## src/rtl/ioc_pkg.sv

```systemverilog
package ioc_pkg;
  typedef enum logic [1:0] {
    PH_Q1 = 2'd0,
    PH_Q2 = 2'd1,
    PH_Q3 = 2'd2,
    PH_Q4 = 2'd3
  } phase_e;
endpackage

```

## src/rtl/ioc_ref_latch.sv

```systemverilog
module ioc_ref_latch #(
  parameter int PIN_W = 6
) (
  input  logic             clk_i,
  input  logic             rst_ni,
  input  logic [PIN_W-1:0] pins_i,
  input  logic             cap_i,
  output logic [PIN_W-1:0] ref_o,
  output logic             live_o
);
  always_ff @(posedge clk_i or negedge rst_ni) begin
    if (!rst_ni) begin
      ref_o  <= '0;
      live_o <= 1'b0;
    end else if (!live_o) begin
      ref_o  <= pins_i;  // first edge after reset
      live_o <= 1'b1;
    end else if (cap_i) begin
      ref_o  <= pins_i;
    end
  end

  AST_REF_HOLD: assert property (@(posedge clk_i) disable iff (!rst_ni)
    (live_o && !cap_i) |=> $stable(ref_o));
  AST_REF_LOAD: assert property (@(posedge clk_i) disable iff (!rst_ni)
    (live_o && cap_i) |=> (ref_o == $past(pins_i)));
endmodule

```

## src/rtl/ioc_compare.sv

```systemverilog
module ioc_compare #(
  parameter int PIN_W    = 6,
  parameter bit FIX_RACE = 1'b0
) (
  input  logic [PIN_W-1:0] pins_i,
  input  logic [PIN_W-1:0] ref_i,
  input  logic [PIN_W-1:0] en_i,
  input  logic             cap_i,
  input  logic             live_i,
  output logic             hit_o
);
  logic [PIN_W-1:0] diff;

  for (genvar g = 0; g < PIN_W; g++) begin : g_pin
    assign diff[g] = en_i[g] & (pins_i[g] ^ ref_i[g]);
  end

  if (FIX_RACE) begin : g_fixed
    // compare against the old snapshot even while it is reloaded
    assign hit_o = live_i & (|diff);
  end else begin : g_racy
    // snapshot already reflects the live pins in the capture phase
    assign hit_o = live_i & (|diff) & ~cap_i;
  end
endmodule

```

## src/rtl/ioc_flag_ctrl.sv

```systemverilog
module ioc_flag_ctrl
  import ioc_pkg::*;
(
  input  logic   clk_i,
  input  logic   rst_ni,
  input  phase_e phase_i,
  input  logic   hit_i,
  input  logic   clr_i,
  output logic   flag_o
);
  logic seen_q, clr_q;
  logic set_any, clr_any, end_cyc;

  assign end_cyc = (phase_i == PH_Q4);
  assign set_any = seen_q | hit_i;
  assign clr_any = clr_q | clr_i;

  always_ff @(posedge clk_i or negedge rst_ni) begin
    if (!rst_ni) begin
      seen_q <= 1'b0;
      clr_q  <= 1'b0;
      flag_o <= 1'b0;
    end else if (end_cyc) begin
      flag_o <= set_any | (flag_o & ~clr_any);  // set wins
      seen_q <= 1'b0;
      clr_q  <= 1'b0;
    end else begin
      seen_q <= set_any;
      clr_q  <= clr_any;
    end
  end

  AST_FLAG_Q4_ONLY: assert property (@(posedge clk_i) disable iff (!rst_ni)
    (phase_i != PH_Q4) |=> $stable(flag_o));
  AST_SET_WINS: assert property (@(posedge clk_i) disable iff (!rst_ni)
    (end_cyc && set_any) |=> flag_o);
  AST_CLR_TAKES: assert property (@(posedge clk_i) disable iff (!rst_ni)
    (end_cyc && clr_any && !set_any) |=> !flag_o);
endmodule

```

## src/rtl/pin_change_detect.sv

```systemverilog
module pin_change_detect
  import ioc_pkg::*;
#(
  parameter int PIN_W    = 6,
  parameter bit FIX_RACE = 1'b0
) (
  input  logic             clk_i,
  input  logic             rst_ni,
  input  logic [PIN_W-1:0] pins_i,
  input  logic [PIN_W-1:0] en_i,
  input  logic [1:0]       phase_i,
  input  logic             acc_i,
  input  logic             clr_i,
  output logic             flag_o
);
  phase_e           phase;
  logic             cap;
  logic             live;
  logic [PIN_W-1:0] ref_q;
  logic             hit;

  assign phase = phase_e'(phase_i);
  assign cap   = acc_i & (phase == PH_Q2);

  ioc_ref_latch #(.PIN_W(PIN_W)) u_ref (
    .clk_i (clk_i),
    .rst_ni(rst_ni),
    .pins_i(pins_i),
    .cap_i (cap),
    .ref_o (ref_q),
    .live_o(live)
  );

  ioc_compare #(.PIN_W(PIN_W), .FIX_RACE(FIX_RACE)) u_cmp (
    .pins_i(pins_i),
    .ref_i (ref_q),
    .en_i  (en_i),
    .cap_i (cap),
    .live_i(live),
    .hit_o (hit)
  );

  ioc_flag_ctrl u_flag (
    .clk_i  (clk_i),
    .rst_ni (rst_ni),
    .phase_i(phase),
    .hit_i  (hit),
    .clr_i  (clr_i),
    .flag_o (flag_o)
  );

  AST_INIT_SNAP: assert property (@(posedge clk_i) disable iff (!rst_ni)
    $rose(live) |-> (ref_q == $past(pins_i)));
  AST_NO_SET_IDLE: assert property (@(posedge clk_i) disable iff (!rst_ni)
    (!live) |=> !flag_o);
endmodule

```

## config.mk

```make
export PLATFORM = sky130hd
export DESIGN_NAME = pin_change_detect
export DESIGN_NICKNAME = d
export VERILOG_FILES = /design/src/rtl/ioc_pkg.sv /design/src/rtl/ioc_ref_latch.sv /design/src/rtl/ioc_compare.sv /design/src/rtl/ioc_flag_ctrl.sv /design/src/rtl/pin_change_detect.sv
export SDC_FILE = /design/constraint.sdc
export NUM_CORES = 1
export LEC_CHECK = 0
export BUFFER_PORTS_ARGS = -buffer_cell sky130_fd_sc_hd__buf_2
export CAP_MARGIN = 40
export CORE_AREA = 3 3 40 42
export DETAILED_ROUTE_END_ITERATION = 6
export DIE_AREA = 0 0 43 45
export SYNTH_ARGS = -nofsm -noshare
export SYNTH_HDL_FRONTEND = slang
export SYNTH_SLANG_ARGS = --single-unit
```

## constraint.sdc

```tcl
create_clock -name clk_i -period 2.65 [get_ports clk_i]
set_input_delay 0.1325 -clock clk_i [delete_from_list [all_inputs] [get_ports clk_i]]
set_output_delay 0.1325 -clock clk_i [all_outputs]
set_load 0.01 [all_outputs]
```

==> results.py <==
metrics = {
    "run_status": {
        "status": "complete, no violations",
    },
    "timing": {
        "number_of_endpoints_failing_setup_at_the_final_stage": 0,
        "setup_tns_ns": 0,
        "timing_hold_violations_final": 0,
        "fin_worst_skew_ns": 0.00454,
        "final_max_slew_viol_count": 0,
        "post-route-min-period_ns": 1.32,
        "fraction_of_the_cycle_the_final_worst_path_needs_pct": 49.7,
        "timing.fmax_mhz": 760,
        "rsz0062_at_grt": "no",
    },
    "routing": {
        "routed_wirelength_um": 875,
        "detail_route.drc_violations": 0,
        "drt_iter0_markers": 14,
        "viasPerCell": 4.74,
        "route.vias.total": 351,
        "detail-route-antenna-nets": 0,
        "drt_first_pass_iters": 4,
        "routed_wire_length_per_instance_um": 11.8,
    },
    "final_layout": {
        "synthToLayoutAreaGrowth_pct": 29.7,
        "post-route-cell-area_um2": 618,
        "insertedDiodeCount": 0,
        "fillCellCount": 127,
        "drive_above_1_share_pct": 52.5,
        "postLayoutCoreUtil_pct": 48.1,
        "final_net_count": 79,
    },
    "global_routing": {
        "grt_antenna_before_repair": 0,
        "grt_pass1_vias": 379,
        "globalRouteTotalUtil_pct": 10.8,
        "grt_start_max_net_pins": 11,
        "grt_pass1_wl_um": 1490,
        "grt_overflow": 0,
    },
    "die": {
        "floorplan.initialDensity_pct": 37.1,
        "chipHeight_um": 45,
        "die-area_um2": 1940,
        "top_level_ports": 19,
        "std_cell_rows": 13,
        "core_um2": 1280,
        "die_width_um": 43,
    },
    "clock_tree": {
        "cts_buffer_depth": 2,
        "tritoncts.num_buffers": 3,
        "post_cts.repair.setup_buffers": 0,
        "clk-insertion-delay-late_ns": 0.26,
        "htree_num_levels": 1,
        "clk_pin_slew_worst_paths_ns": 0.06,
        "cts.sinks": 10,
        "clockRootBuffer": "sky130_fd_sc_hd__clkbuf_4",
        "tritoncts": "yes",
        "cts_resized": 0,
    },
    "place": {
        "buffer_ports.inserted": 18,
        "detailed_place.area_um2": 586,
        "gp_routability_congestion": 0.631,
        "dp_hpwl_um": 708,
    },
    "synth": {
        "synthesis.nets": 55,
        "number_of_library_cell_types_mapped_by_synthesis": 16,
        "synth_area_um2": 477,
        "synth_top_cell_area_share_pct": 52.5,
        "synth.area.top_cells": "sky130_fd_sc_hd__dfrtp_1 52%, sky130_fd_sc_hd__mux2_2 14%, sky130_fd_sc_hd__xor2_1 11%",
        "netlist_instances": 37,
        "synth_seq_area_share_pct": 52.5,
        "post-synth-top-area-cell": "sky130_fd_sc_hd__dfrtp_1",
        "ys.warnings.count": 0,
        "syn_avg_cell_area_um2": 12.9,
        "ys_ff_latch": 10,
    },
    "setup_path": {
        "critical_path_required_ns": 2.80,
        "timing.critical_path.arrival_ns": 1.46,
        "timing.critical_path.to_type": "flop",
        "timing_worst_setup_path_type": "flop to flop",
        "timing.critical_path.fanout_max": 2,
        "timing.critical_path.from_type": "flop",
    },
    "power": {
        "powerDensity_nw_per_um2": 568,
        "overall_power_after_layout_mw": 0.351,
        "ir_drop_v": 0.000452,
        "power.leakage_nw": 0.293,
    },
    "job": {
        "maxCapViolations": 0,
    },
    "hold_path": {
        "worstHoldPathType": "input port to flop",
    },
}
## report_power, final
group          internal (mW)  switching [mW]  total, mW
logic                 0.0385          0.0314     0.0699
registers              0.171          0.0107      0.181
clock network         0.0523          0.0476     0.0998
total                  0.261          0.0897      0.351
## cell usage after synthesis
cell,number
sky130_fd_sc_hd__a222oi_1,1
sky130_fd_sc_hd__and3_2,1
sky130_fd_sc_hd__dfrtp_1,10
sky130_fd_sc_hd__a221oi_2,1
sky130_fd_sc_hd__o21ai_0,1
sky130_fd_sc_hd__nor2_1,1
sky130_fd_sc_hd__conb_1,1
sky130_fd_sc_hd__xor2_1,6
sky130_fd_sc_hd__inv_1,1
sky130_fd_sc_hd__mux2_2,6
sky130_fd_sc_hd__nand2_1,2
sky130_fd_sc_hd__o21ai_4,1
sky130_fd_sc_hd__a21oi_1,2
sky130_fd_sc_hd__o21ai_2,1
sky130_fd_sc_hd__o211ai_1,1
sky130_fd_sc_hd__a22oi_1,1
## registers in the layout (all words and copies together), names as in the netlist
name           cells
u_ref.live_o       1
u_flag.flag_o      1
u_flag.clr_q       1
u_ref.ref_o        6
u_flag.seen_q      1
## cell families after synthesis
group / share of synthesized area (%)
other: 0.787
and+or+nand+nor: 3.94
AOI/OAI and AO/OA: 16.8
buffers and inverters: 0.787
muxes: 14.2
DFF: 52.5
xor gates and xnor gates: 11.0
## final timing paths
check,startpoint,end,slack [ns],cells after the start
max,u_ref.ref_o[1]$_DFFE_PN0P_,u_flag.flag_o$_DFFE_PN0N_,1.33,4
min,phase_i[0],u_flag.seen_q$_DFF_PN0_,0.11,2
max reg2reg,u_ref.ref_o[1]$_DFFE_PN0P_,u_flag.flag_o$_DFFE_PN0N_,1.33,4
min reg2reg,u_flag.clr_q$_DFF_PN0_,u_flag.clr_q$_DFF_PN0_,0.52,2
max in group asynchronous,rst_ni,u_ref.ref_o[0]$_DFFE_PN0P_,2.20,2
min in group asynchronous,rst_ni,u_flag.seen_q$_DFF_PN0_,0.26,2
## routing by layer
| metal | up-vias | share of wire, % | track usage (%) |
|---|---|---|---|
| met2 | 16 | 45 | 16.5 |
| li1 | 178 | - | - |
| met3 | 0 | 10 | 7.57 |
| met5 | - | 0 | 0 |
| met1 | 157 | 45 | 12.8 |
| met4 | 0 | 0 | 1.81 |
## metrics by stage
step                std cells  hold WS, ns  worst slack, ns
floorplan                  37       -0.163             1.43
global placement           70      0.00574             1.40
detailed placement         70      0.00577             1.33
CTS                        74        0.104             1.32
global route               74        0.104             1.27
finish                     74        0.111             1.33
## repair_timing
action	in CTS	in global routing
hold endpoints to repair	10	0
setup endpoints to repair	0	0
hold buffers	1	0
## cell type report
cell class              instances  area [µm²]  share of cell area (%)
inverters                       1        3.75                   0.607
multi-input cells              26         223                    36.0
flip-flops and latches         10         250                    40.5
well taps                      15        18.8                    3.04
repair buffers                 19         100                    16.2
clock buffers                   3        22.5                    3.64
## cells in the final DEF, fill, tap and decap left out, drive strengths merged
cell | netlist | final
dfrtp | 10 | 10
nor2 | 1 | 1
xor2 | 6 | 6
and3 | 1 | 1
conb | 1 | 1
a22oi | 1 | 1
a221oi | 1 | 1
nand2 | 2 | 2
buf | 0 | 18
mux2 | 6 | 6
clkbuf | 0 | 3
dlygate4sd3 | 0 | 1
a222oi | 1 | 1
o21ai | 3 | 3
a21oi | 2 | 2
o211ai | 1 | 1
inv | 1 | 1
## critical path: stages (launching register included)
cell and delay (ns):
sky130_fd_sc_hd__dfrtp_1 0.39, sky130_fd_sc_hd__xor2_1 0.16, sky130_fd_sc_hd__a222oi_1 0.33, sky130_fd_sc_hd__and3_2 0.26, sky130_fd_sc_hd__o21ai_2 0.06
Power figures use the tool's default switching activity.
